===== src/rtl/wdg_pkg.sv =====
package wdg_pkg;
  localparam int REG_AW = 2;

  typedef enum logic [REG_AW-1:0] {
    WDG_REG_CTRL  = 2'd0,
    WDG_REG_STCLR = 2'd1
  } wdg_reg_e;
endpackage


===== src/rtl/wdg_core_timer.sv =====
module wdg_core_timer #(
  parameter int TIMEOUT = 5000,
  localparam int CNT_W  = (TIMEOUT > 2) ? $clog2(TIMEOUT) : 1
) (
  input  logic clk,
  input  logic rst_n,
  input  logic en,
  input  logic tick,
  input  logic hb,
  input  logic ie,
  input  logic ack,
  output logic req,
  output logic fire
);
  localparam logic [CNT_W-1:0] CNT_LAST = CNT_W'(TIMEOUT - 1);

  logic [CNT_W-1:0] cnt_q, cnt_d;
  logic             req_q, req_d;
  logic             restart;
  logic             at_last;

  // A heartbeat counts only if the core could service it.
  assign restart = (hb & ie) | ack;
  assign at_last = (cnt_q == CNT_LAST);
  assign fire    = en & ~restart & tick & ~req_q & at_last;

  always_comb begin
    cnt_d = cnt_q;
    if (!en || restart) begin
      cnt_d = '0;
    end else if (tick && !req_q) begin
      cnt_d = at_last ? '0 : cnt_q + CNT_W'(1);
    end
  end

  always_comb begin
    req_d = req_q;
    if (ack) begin
      req_d = 1'b0;
    end else if (fire) begin
      req_d = 1'b1;
    end
  end

  always_ff @(posedge clk or negedge rst_n) begin
    if (!rst_n) begin
      cnt_q <= '0;
      req_q <= 1'b0;
    end else begin
      cnt_q <= cnt_d;
      req_q <= req_d;
    end
  end

  assign req = req_q;

  p_cnt_bound_r2: assert property (@(posedge clk) disable iff (!rst_n)
    cnt_q <= CNT_LAST);
  p_req_held_r5: assert property (@(posedge clk) disable iff (!rst_n)
    (req_q && !ack) |=> req_q);
  p_ack_drops_r5: assert property (@(posedge clk) disable iff (!rst_n)
    ack |=> !req_q);
  p_no_new_req_disabled_r6: assert property (@(posedge clk) disable iff (!rst_n)
    (!en && !req_q) |=> !req_q);
  p_restart_r3: assert property (@(posedge clk) disable iff (!rst_n)
    (hb && ie) |=> (cnt_q == '0));
  p_masked_hb_ignored_r3: assert property (@(posedge clk) disable iff (!rst_n)
    (en && !ie && !ack && !tick) |=> $stable(cnt_q));
endmodule


===== src/rtl/wdg_ctrl_regs.sv =====
module wdg_ctrl_regs
  import wdg_pkg::*;
#(
  parameter int   N_CORES = 4,
  parameter int   DATA_W  = 32,
  parameter logic EN_RST  = 1'b1
) (
  input  logic                 clk,
  input  logic                 rst_n,
  input  logic                 bus_we,
  input  logic [REG_AW-1:0]    bus_addr,
  input  logic [DATA_W-1:0]    bus_wdata,
  input  logic [N_CORES-1:0]   fire,
  output logic                 en,
  output logic [N_CORES-1:0]   status
);
  logic               en_q, en_d, ctrl_wr;
  logic               stclr_wr;
  logic [N_CORES-1:0] clr_mask;
  logic [N_CORES-1:0] stat_q, stat_d;

  assign ctrl_wr  = bus_we & (bus_addr == WDG_REG_CTRL);
  assign stclr_wr = bus_we & (bus_addr == WDG_REG_STCLR);
  assign clr_mask = stclr_wr ? bus_wdata[N_CORES-1:0] : '0;

  always_comb begin
    en_d = en_q;
    if (ctrl_wr) begin
      en_d = bus_wdata[0];
    end
  end

  always_comb begin
    stat_d = (stat_q & ~clr_mask) | fire;
  end

  always_ff @(posedge clk or negedge rst_n) begin
    if (!rst_n) begin
      en_q   <= EN_RST;
      stat_q <= '0;
    end else begin
      en_q   <= en_d;
      stat_q <= stat_d;
    end
  end

  assign en     = en_q;
  assign status = stat_q;

  p_en_write_r6: assert property (@(posedge clk) disable iff (!rst_n)
    ctrl_wr |=> (en_q == $past(bus_wdata[0])));
  p_fire_sets_status_r8: assert property (@(posedge clk) disable iff (!rst_n)
    (|fire) |=> ((stat_q & $past(fire)) == $past(fire)));
  p_status_sticky_r8: assert property (@(posedge clk) disable iff (!rst_n)
    !stclr_wr |=> ((stat_q & $past(stat_q)) == $past(stat_q)));
endmodule


===== src/rtl/hb_nmi_watchdog.sv =====
module hb_nmi_watchdog
  import wdg_pkg::*;
#(
  parameter int   N_CORES = 4,
  parameter int   TICK_HZ = 1000,
  parameter int   TIMEOUT = 5 * TICK_HZ,
  parameter int   DATA_W  = 32,
  parameter logic EN_RST  = 1'b1
) (
  input  logic                 clk,
  input  logic                 rst_n,
  input  logic                 tick_i,
  input  logic [N_CORES-1:0]   hb_i,
  input  logic [N_CORES-1:0]   ie_i,
  input  logic [N_CORES-1:0]   nmi_ack_i,
  input  logic                 bus_we_i,
  input  logic [REG_AW-1:0]    bus_addr_i,
  input  logic [DATA_W-1:0]    bus_wdata_i,
  output logic [N_CORES-1:0]   nmi_req_o,
  output logic [N_CORES-1:0]   status_o
);
  logic               wd_en;
  logic [N_CORES-1:0] fire;

  wdg_ctrl_regs #(
    .N_CORES (N_CORES),
    .DATA_W  (DATA_W),
    .EN_RST  (EN_RST)
  ) u_regs (
    .clk       (clk),
    .rst_n     (rst_n),
    .bus_we    (bus_we_i),
    .bus_addr  (bus_addr_i),
    .bus_wdata (bus_wdata_i),
    .fire      (fire),
    .en        (wd_en),
    .status    (status_o)
  );

  for (genvar g = 0; g < N_CORES; g++) begin : g_core
    wdg_core_timer #(.TIMEOUT(TIMEOUT)) u_timer (
      .clk   (clk),
      .rst_n (rst_n),
      .en    (wd_en),
      .tick  (tick_i),
      .hb    (hb_i[g]),
      .ie    (ie_i[g]),
      .ack   (nmi_ack_i[g]),
      .req   (nmi_req_o[g]),
      .fire  (fire[g])
    );
  end

  p_reset_quiet_r1: assert property (@(posedge clk) disable iff (!rst_n)
    $rose(rst_n) |-> (nmi_req_o == '0));
  p_status_follows_req_r8: assert property (@(posedge clk) disable iff (!rst_n)
    ((nmi_req_o & ~$past(nmi_req_o)) & ~status_o) == '0);
endmodule


===== config.mk =====
export PLATFORM = sky130hd
export DESIGN_NAME = hb_nmi_watchdog
export DESIGN_NICKNAME = d
export VERILOG_FILES = /design/src/rtl/wdg_pkg.sv /design/src/rtl/wdg_core_timer.sv /design/src/rtl/wdg_ctrl_regs.sv /design/src/rtl/hb_nmi_watchdog.sv
export SDC_FILE = /design/constraint.sdc
export NUM_CORES = 1
export LEC_CHECK = 0
export BUFFER_PORTS_ARGS = -buffer_cell sky130_fd_sc_hd__buf_2
export CAP_MARGIN = 20
export CORE_UTILIZATION = 48
export CTS_CLUSTER_SIZE = 14
export DETAILED_ROUTE_END_ITERATION = 7
export PLACE_DENSITY = 0.74
export SLEW_MARGIN = 20
export SYNTH_ARGS = -nofsm -noshare
export SYNTH_HDL_FRONTEND = slang
export SYNTH_SLANG_ARGS = --single-unit

===== constraint.sdc =====
create_clock -name clk -period 2.65 [get_ports clk]
set_input_delay 0.265 -clock clk [delete_from_list [all_inputs] [get_ports clk]]
set_output_delay 0.265 -clock clk [all_outputs]
set_load 0.03 [all_outputs]

==> results of run 1 <==
[cell usage in the layout, fill, tap and decap left out, drive strengths merged, types with 3 or more instances in the layout]
cell type / Yosys / final
and4: 11 / 11
o21ai: 18 / 18
a21oi: 4 / 4
nor2b: 4 / 4
nor3: 17 / 17
nor4bb: 3 / 3
xor2: 5 / 5
a31oi: 55 / 55
clkbuf: 3 / 11
nand3: 26 / 26
a21o: 4 / 4
or3: 7 / 7
nand4: 12 / 12
nand3b: 21 / 21
nand2: 33 / 33
and2: 4 / 4
inv: 14 / 14
a41oi: 6 / 6
nor4: 5 / 5
ha: 4 / 4
dfrtp: 60 / 60
and3: 14 / 14
nor2: 6 / 6
buf: 21 / 37
[final timing paths]
check,startpoint,end,slack [ps],cells past startpoint
setup / recovery,g_core[0].u_timer.cnt_q[0],g_core[0].u_timer.cnt_q[6],610,6
hold / removal,rst_n,g_core[0].u_timer.cnt_q[9],70,2
setup reg to reg,g_core[0].u_timer.cnt_q[0],g_core[0].u_timer.cnt_q[6],610,6
hold reg to reg,g_core[3].u_timer.cnt_q[12],g_core[3].u_timer.cnt_q[12],490,1
max in group asynchronous,rst_n,u_regs.status[1],2080,2
min in group clk,nmi_ack_i[2],g_core[2].u_timer.req,70,2
[power by group through the flow]
| stage | clock network (mW) | logic, mW | registers, mW |
|---|---|---|---|
| after floorplan | 0 | 0.0748 | 0.965 |
| after global placement | 0 | 0.128 | 0.966 |
| after detailed placement | 0 | 0.133 | 0.967 |
| after CTS | 0.870 | 0.133 | 0.949 |
| after global routing | 0.897 | 0.150 | 0.950 |
| final | 0.847 | 0.131 | 0.949 |
[state kept, by name, summed over array words and instances, names as in the netlist]
name                  count
g_core.u_timer.cnt_q     52
g_core.u_timer.req        4
u_regs.status             4
u_regs.en                 1
[routing by layer]
layer | up-vias | share of wire, % | wire [um]
met1 | 1533 | 45 | 3621
met4 | 0 | 1.1 | 89
met2 | 97 | 48 | 3839
met3 | 10 | 5.2 | 417
li1 | 1533 | - | -
met5 | - | 0 | 0
[layout make-up]
type	instances	area (um^2)	share of cell area, %
multi-input combinational	285	1822	46.40
sequential	61	1528	38.91
timing repair buffer	37	205.2	5.226
clock buffer	11	151.4	3.856
tap	96	120.1	3.059
inverter	14	52.55	1.338
clock inverter	4	47.55	1.211
[worst max-delay path, cell delays in order (launching register included)]
cell      delay (ps)
dfrtp_1          400
ha_1             220
nor4bb_1         220
nand4b_1         450
buf_4            350
a41oi_1          210
a31oi_1           50
[cell families after synthesis]
group / Yosys count / synth area share [%]
DFF: 61 / 43.08
xor gates and xnor gates: 7 / 1.729
AOI/OAI and AO/OA: 101 / 18.70
muxes: 1 / 0.2823
adders and majority gates: 4 / 1.411
and+or+nand+nor: 172 / 29.25
buffers and inverters: 38 / 5.540
==> summary.md, run 1 <==
| Metric | Value |
|---|---|
| First-pass GRT wire length | 13.69 mm |
| Initial antenna violation count | 0 |
| Internal power | 1.459 mW |
| Share of the synthesized area in the top cell type | 42.34% |
| Cells after DPL | slightly below 500 |
| CTS buffer count | 9 |
| Final Non-Filler Cells | 508 |
| Core Rows | 30 |
| Sequential share of power | 49.2% |
| Commonest cells post-synth | 60 x dfrtp_1, 55 x a31oi_1, 31 x nand2_1 |
| Io pins | 58 |
| Port bufs | 29 |
| Number of global-route vias before repair | 3026 |
| Vias per cell | roughly 6.2 |
| Sw Share | 24.29% |
| Share of layout cells above drive strength 1 | 14.81% |
| Netlist cell types | 52 |
| Core area | 6982 um^2 |
| Crit path max fanout | 12 |
| Vias | 3173 |
| Final Hold Fails | 0 |
| Post-CTS Setup Bufs | 0 |
| Wirelength per Cell | 15.69 um |
| Drt drc | 0 |
| Synthesized flop and latch total | 61 |
| Layout Nets | 462 |
| Area leader, netlist | dfrtp_1 |
| Peak VDD IR | 0.2909 mV |
| Fin area | ~3900 um^2 |
| Layout area overhead | 10.73% |
| Post-Syn Area | between 3000 and 4000 um^2 |
| P_sw | 0.4681 mW |
| Post-synth ARST share | 100.0% |
| Part of the power in combinational logic | under 10% |
| Number of synthesized flops with an enable pin | 0 |
| Clock Path Buffers | 2 |
| Synth Instances | 384 |
| Clock sink total | 61 |
| Cts repair resizes | 0 |
| Max Cap Viol | 0 |
| Post-DP Area | 3727 um^2 |
| Final Slew Violations | 0 |
| Setup slack after layout | 609.8 ps |
| Outcome | completed |
| Met1 global-route usage | 29.64% |
| Slew @ Worst Pin | 760.8 ps |
| Syn. warnings | 0 |
| Setup TNS | 0 ps |
| Synth top area cells | dfrtp_1 42%, a31oi_1 9.7%, nand3b_1 4.4% |
| Die height | 87.95 um |
| CTS Hold Bufs | 0 |
| Tcrit/Tclk final | just under 80% |
| Initial Util | 50.79% |
| Clock Power Share | 44.0% |
| Remaining antenna violation count | 0 |
| Pwr Total | 1.927 mW |
| Fmax | about 490 MHz |
| GR Overflow Total | 0 |
| Hold_ws | 72.51 ps |
| Crit path time final | roughly 2000 ps |
| CP Data Arrival Time | approximately 2300 ps |
| Routability cong. | 0.8607 |
| Skew final | 5.896 ps |
| Sequential area share after synthesis | 43.08% |
| Later-pin clock latency in the skew report | 350 ps |
| Dpl ws | approximately 650 ps |
| CP Data Required Time | 2870 ps |
| Die ar. | 7735 um^2 |
| RSZ-0062 raised after global routing | no |
| Number of DRC markers in iteration 0 | 213 |
| Ys flop type | dfrtp_1 |
| Largest net degree at the start of global routing | 62 |
| M3 GR Usage | between 4 and 5% |
| H-tree levels | 3 |
| Core Util, Final | roughly 56% |
| Die Wd | 87.95 um |
| Antenna Cells | 0 |
| Syn_nets | 438 |
| GR Util met2 | between 30% and 40% |
| Critical Path Start Type | flip-flop |
| Slew headroom | 49.28% |
| Final setup viols | 0 |
| Wirelength, routed | 7.968 mm |
| Gr usage total | 22.84% |
| Hpwl dp | 5.413 mm |
| Root buffer cell | clkbuf_8 |
| Worst Setup End Kind | flip-flop |
| Static Leakage | 1.660 nW |
| Most frequent cell after synthesis | dfrtp_1 |
| Clock slew at reported path FFs | 70 ps |
| Gr busiest metal | met2 |
| Pwr per Cell Area | 490.9 nW/um^2 |
| Fillcell total | roughly 640 |
| TritonCTS clock tree | built |
| Worst Hold Class | in2async |
| First-pass detailed-route iteration total | 4 |
| Syn avg cell area | between 9 and 10 um^2 |
| Critical path class | reg2reg |
Power figures use the tool's default switching activity.
==> run 2: changes to the inputs <==
- clock period: 2.65 -> 2 ns (I/O delays scaled with it)
==> summary.md, run 2 (synthesized netlist as in run 1, its figures left out) <==
| Metric | Value |
|---|---|
| Critical Path Start Type | flip-flop |
| Layout area overhead | 12.46% |
| Most common cell after layout, fill and taps aside | dfrtp_1 |
| Fmax | 559.5 MHz (+14%) |
| Setup slack, reg-to-reg | 210 ps (-400 ps) |
| Static Leakage | 1.690 nW (+1.9%) |
| Pwr Total | 2.521 mW (+31%) |
| CTS buffer count | 9 (unchanged) |
| Worst r2r path cells | 6 (unchanged) |
| Largest register by flop count | g_core.u_timer.cnt_q |
| Post-CTS Setup Bufs | 0 (unchanged) |
| CP Data Required Time | 2210 ps (-660 ps) |
| Port bufs | 29 (unchanged) |
| Layout Nets | 469 (+1.5%) |
| Number of DRC markers in iteration 0 | 118 (-45%) |
| Max Cap Viol | 0 (unchanged) |
| Crit path to | g_core[3].u_timer.cnt_q[12] |
| Crit path time final | 1787 ps (-252.7 ps) |
| Clock Path Buffers | 2 (unchanged) |
| Setup TNS | 0 ps (unchanged) |
| Vias per cell | 6.153 (-1.5%) |
| Largest net degree at the start of global routing | 35 (-44%) |
| Final Hold Fails | 0 (unchanged) |
| Worst Hold Class | in2reg |
| Initial Util | 50.79% (unchanged) |
| Later-pin clock latency in the skew report | 330 ps (-20 ps) |
| Tcrit/Tclk final | 89.37% (+12 points) |
| First-pass GRT wire length | 13.54 mm (-1.1%) |
| Worst Setup End Kind | flip-flop |
| M3 GR Usage | 6.786% (+1.9 points) |
| Fillcell total | 631 (-1.1%) |
| Number of global-route vias before repair | 2903 (-4.1%) |
| Root buffer cell | clkbuf_8 |
| Clock slew at reported path FFs | 70 ps (about the same) |
| Die ar. | 7735 um^2 (unchanged) |
| CP Data Arrival Time | 1990 ps (-270 ps) |
| Critical path origin | g_core[3].u_timer.cnt_q[0] |
| H-tree levels | 3 (unchanged) |
| Peak VDD IR | 0.3333 mV (+15%) |
| Clock sink total | 61 (unchanged) |
| Skew final | 7.346 ps (+1.450 ps) |
| TritonCTS clock tree | built |
| Die Wd | 87.95 um (unchanged) |
| Critical path class | reg2reg |
| Dpl ws | 228.2 ps (-423.2 ps) |
| Core Util, Final | 57.11% (+0.88 points) |
| Die height | 87.95 um (unchanged) |
| Core Rows | 30 (unchanged) |
| First-pass detailed-route iteration total | 5 (+1) |
| Outcome | completed |
| Commonest cells after routing, fill and taps aside | 60 x dfrtp_1, 55 x a31oi_1, 31 x nand2_1, 29 x buf_2, 26 x nand3_1 |
| Core area | 6982 um^2 (unchanged) |
| Initial antenna violation count | 0 (unchanged) |
| Wirelength per Cell | 15.14 um (-3.5%) |
| Gr busiest metal | met2 |
| GR Util met2 | 36.65% (-0.56 points) |
| Setup slack after layout | 212.6 ps (-397.3 ps) |
| Drt drc | 0 (unchanged) |
| Final Slew Violations | 0 (unchanged) |
| Vias | 3175 (+0.063%) |
| Met1 global-route usage | 29.56% (-0.078 points) |
| Reg2reg end | g_core[3].u_timer.cnt_q[12] |
| Post-DP Area | 3785 um^2 (+1.5%) |
| FF-to-FF Start | g_core[3].u_timer.cnt_q[0] |
| Share of layout cells above drive strength 1 | 15.71% (+0.91 points) |
| Final setup viols | 0 (unchanged) |
| Pwr per Cell Area | 632.2 nW/um^2 (+29%) |
| Fin area | 3988 um^2 (+1.6%) |
| Remaining antenna violation count | 0 (unchanged) |
| Hpwl dp | 5.529 mm (+2.1%) |
| GR Overflow Total | 0 (unchanged) |
| Gr usage total | 22.41% (-0.43 points) |
| Slew @ Worst Pin | 543.9 ps (-216.9 ps) |
| Wirelength, routed | 7.812 mm (-2.0%) |
| Largest register FFs | 52 (unchanged) |
| RSZ-0062 raised after global routing | no |
| Antenna Cells | 0 (unchanged) |
| Routability cong. | 0.8593 (-0.16%) |
| Slew headroom | 63.46% (+14 points) |
| Crit path max fanout | 8 (-4) |
| Io pins | 58 (unchanged) |
[run 2: metrics by stage]
step / hold slack, ps / cells
final: 27.12 / 516
after global routing: 2.728 / 516
after CTS: 9.596 / 516
after detailed placement: 81.30 / 499
after global placement: 82.88 / 499
after floorplan: -95.59 / 384
[run 2: where the power goes]
part | internal (mW) | switching [mW]
Combinational | 0.0622 | 0.119
Sequential | 1.25 | 0.0116
Clock | 0.606 | 0.475
Total | 1.91 | 0.607
[run 2: critical path, cell delays in order (launching register included)]
cell     delay [ps]
dfrtp_1         410
ha_1            260
nor4b_1         250
nand3_1         280
buf_4           250
a31oi_1         160
a31oi_1          60
[run 2: timing repair]
item / CTS / global route
endpoints found under the hold margin: 8 / 0
hold buffers: 1 / 0
setup endpoints to repair: 0 / 0
resized for setup: 0 / 0
[run 2: how the worst min path moves through the flow]
stage / start / end / depth (start not counted)
2_1_floorplan: rst_n / g_core[0].u_timer.cnt_q[0] / 0
3_3_place_gp: rst_n / g_core[0].u_timer.cnt_q[8] / 1
3_5_place_dp: rst_n / g_core[0].u_timer.cnt_q[9] / 1
4_1_cts: nmi_ack_i[2] / g_core[2].u_timer.req / 2
5_1_grt: nmi_ack_i[2] / g_core[2].u_timer.req / 2
6_report: nmi_ack_i[2] / g_core[2].u_timer.req / 2
[run 2: per-layer routing]
layer / part of all wire, % / wire [um] / vias up
li1: - / - / 1544
met1: 47 / 3680 / 1542
met2: 47 / 3654 / 82
met3: 5.6 / 438 / 7
met4: 0.49 / 38 / 0
met5: 0 / 0 / -
[run 2: cell type report]
class	count	area, um^2	area share [%]
clock buffers	12	145.1	3.640
multi-input cells	285	1822	45.69
well taps	96	120.1	3.012
clock inverters	4	47.55	1.192
repair buffers	44	272.8	6.840
flip-flops and latches	61	1528	38.31
inverters	14	52.55	1.318
==> run 3: changes to the inputs <==
- GPL_TIMING_DRIVEN: unset -> 0
==> summary.md, run 3 (synthesized netlist as in run 1, its figures left out) <==
| Metric | Value |
|---|---|
| P_sw | 0.6108 mW (+0.71%) |
| Static Leakage | 1.718 nW (+1.6%) |
| Sw Share | 23.91% (-0.14 points) |
| Core Rows | 30 (unchanged) |
| Cells after DPL | 509 (+2.0%) |
| Part of the power in combinational logic | 7.1% (about the same) |
| Vias per cell | 6.259 (+1.7%) |
| RSZ-0062 raised after global routing | no |
| Worst Setup End Kind | flip-flop |
| Root buffer cell | clkbuf_8 |
| Cts repair resizes | 0 (unchanged) |
| Final setup viols | 0 (unchanged) |
| Setup slack after layout | 277.1 ps (+64.54 ps) |
| H-tree levels | 3 (unchanged) |
| Critical path origin | g_core[3].u_timer.cnt_q[0] |
| CTS buffer count | 9 (unchanged) |
| Share of layout cells above drive strength 1 | 16.32% (+0.60 points) |
| Port bufs | 29 (unchanged) |
| Die ar. | 7735 um^2 (unchanged) |
| Dpl ws | 302.3 ps (+74.10 ps) |
| TritonCTS clock tree | built |
| Crit path to | g_core[3].u_timer.cnt_q[12] |
| Clock sink total | 61 (unchanged) |
| Core Util, Final | 57.53% (+0.41 points) |
| Max Cap Viol | 0 (unchanged) |
| Die Wd | 87.95 um (unchanged) |
| Gr usage total | 22.89% (+0.47 points) |
| Initial Util | 50.79% (unchanged) |
| Slew @ Worst Pin | 756.2 ps (+212.3 ps) |
| Later-pin clock latency in the skew report | 340 ps (about the same) |
| Post-CTS Setup Bufs | 0 (unchanged) |
| Number of DRC markers in iteration 0 | 221 (+87%) |
| CP Data Arrival Time | 1940 ps (-50 ps) |
| Crit path max fanout | 10 (+2) |
| Layout area overhead | 13.27% |
| Routability cong. | 0.9257 (+7.7%) |
| Die height | 87.95 um (unchanged) |
| Clock slew at reported path FFs | 70 ps (about the same) |
| Critical path class | reg2reg |
| CTS Hold Bufs | 1 (unchanged) |
| Worst Hold Class | in2reg |
| First-pass detailed-route iteration total | 6 (+1) |
| Number of global-route vias before repair | 3022 (+4.1%) |
| Sequential share of power | 49.2% (-0.7 points) |
| Peak VDD IR | 0.3750 mV (+13%) |
| Final Non-Filler Cells | 525 (+1.7%) |
| Largest register FFs | 52 (unchanged) |
| Commonest cells after routing, fill and taps aside | 60 x dfrtp_1, 55 x a31oi_1, 41 x buf_2, 31 x nand2_1, 26 x nand3_1 |
| Most common cell after layout, fill and taps aside | dfrtp_1 |
| Layout Nets | 479 (+2.1%) |
| Slew headroom | 49.59% (-14 points) |
| Initial antenna violation count | 0 (unchanged) |
| FF-to-FF Start | g_core[3].u_timer.cnt_q[0] |
| Largest net degree at the start of global routing | 62 (+77%) |
| Crit path time final | 1723 ps (-64.54 ps) |
| Vias | 3286 (+3.5%) |
| Setup slack, reg-to-reg | 280 ps (+60 ps) |
| Reg2reg end | g_core[3].u_timer.cnt_q[12] |
| Final Hold Fails | 0 (unchanged) |
| Largest register by flop count | g_core.u_timer.cnt_q |
| Hpwl dp | 5.638 mm (+2.0%) |
| Drt drc | 0 (unchanged) |
| First-pass GRT wire length | 13.50 mm (-0.25%) |
| Final Slew Violations | 0 (unchanged) |
| GR Overflow Total | 0 (unchanged) |
| Setup TNS | 0 ps (unchanged) |
| Wirelength, routed | 8.220 mm (+5.2%) |
| CP Data Required Time | 2210 ps (about the same) |
| Worst r2r path cells | 6 (unchanged) |
| Internal power | 1.943 mW (+1.5%) |
| Skew final | 9.451 ps (+2.105 ps) |
| Clock Path Buffers | 2 (unchanged) |
| Antenna Cells | 0 (unchanged) |
| Clock Power Share | 43.7% (+0.8 points) |
| Outcome | completed |
| Io pins | 58 (unchanged) |
| Core area | 6982 um^2 (unchanged) |
| Critical Path Start Type | flip-flop |
| Hold_ws | 22.10 ps (-5.017 ps) |
| Remaining antenna violation count | 0 (unchanged) |
| Fmax | 580.4 MHz (+3.7%) |
| Pwr per Cell Area | 635.9 nW/um^2 (+0.58%) |
| Wirelength per Cell | 15.66 um (+3.4%) |
| Tcrit/Tclk final | 86.14% (-3.2 points) |
[run 3: per-stage QoR]
step                total power [mW]  cell area, um^2
floorplan                      1.377             3546
global placement               1.455             3811
detailed placement             1.462             3814
CTS                            2.577             4016
global route                   2.658             4016
finish                         2.554             4016
[run 3: power by group through the flow]
stage          clock network (mW)  registers (mW)  logic (mW)
3_5_place_dp                    0            1.28       0.181
5_1_grt                      1.20            1.26       0.203
2_1_floorplan                   0            1.28      0.0991
3_3_place_gp                    0            1.28       0.175
4_1_cts                      1.14            1.26       0.184
6_report                     1.12            1.26       0.181
[run 3: worst min path at each step]
stage	startpoint	to	slack [ps]	cells past startpoint
2_1_floorplan	rst_n	g_core[0].u_timer.cnt_q[0]	-100	0
4_1_cts	nmi_ack_i[2]	g_core[2].u_timer.req	10	2
3_5_place_dp	rst_n	g_core[0].u_timer.cnt_q[10]	330	1
6_report	nmi_ack_i[2]	g_core[2].u_timer.req	20	2
3_3_place_gp	nmi_ack_i[2]	g_core[2].u_timer.req	360	2
5_1_grt	nmi_ack_i[2]	g_core[2].u_timer.req	8	2
[run 3: area by class of cell]
type	instances	area, um^2
well taps	96	120.1
inverters	14	52.55
multi-input cells	285	1822
fillers	643	2965
clock buffers	14	162.7
clock inverters	1	30.03
flip-flops and latches	61	1528
plain buffers	24	143.9
repair buffers	30	157.7
[run 3: layer usage]
layer	vias to the layer above	wire length, um	GRT usage, %
met5	-	0	0
met4	0	155	10.28
met3	16	474	5.467
met2	120	3822	35.73
met1	1584	3767	30.25
li1	1566	-	-
[run 3: critical path, cell delays in order, from the launching register on]
cell     delay (ps)
dfrtp_1         400
ha_1            250
nor4b_1         250
nand3_1         200
buf_2           230
a31oi_1         210
a31oi_1          60
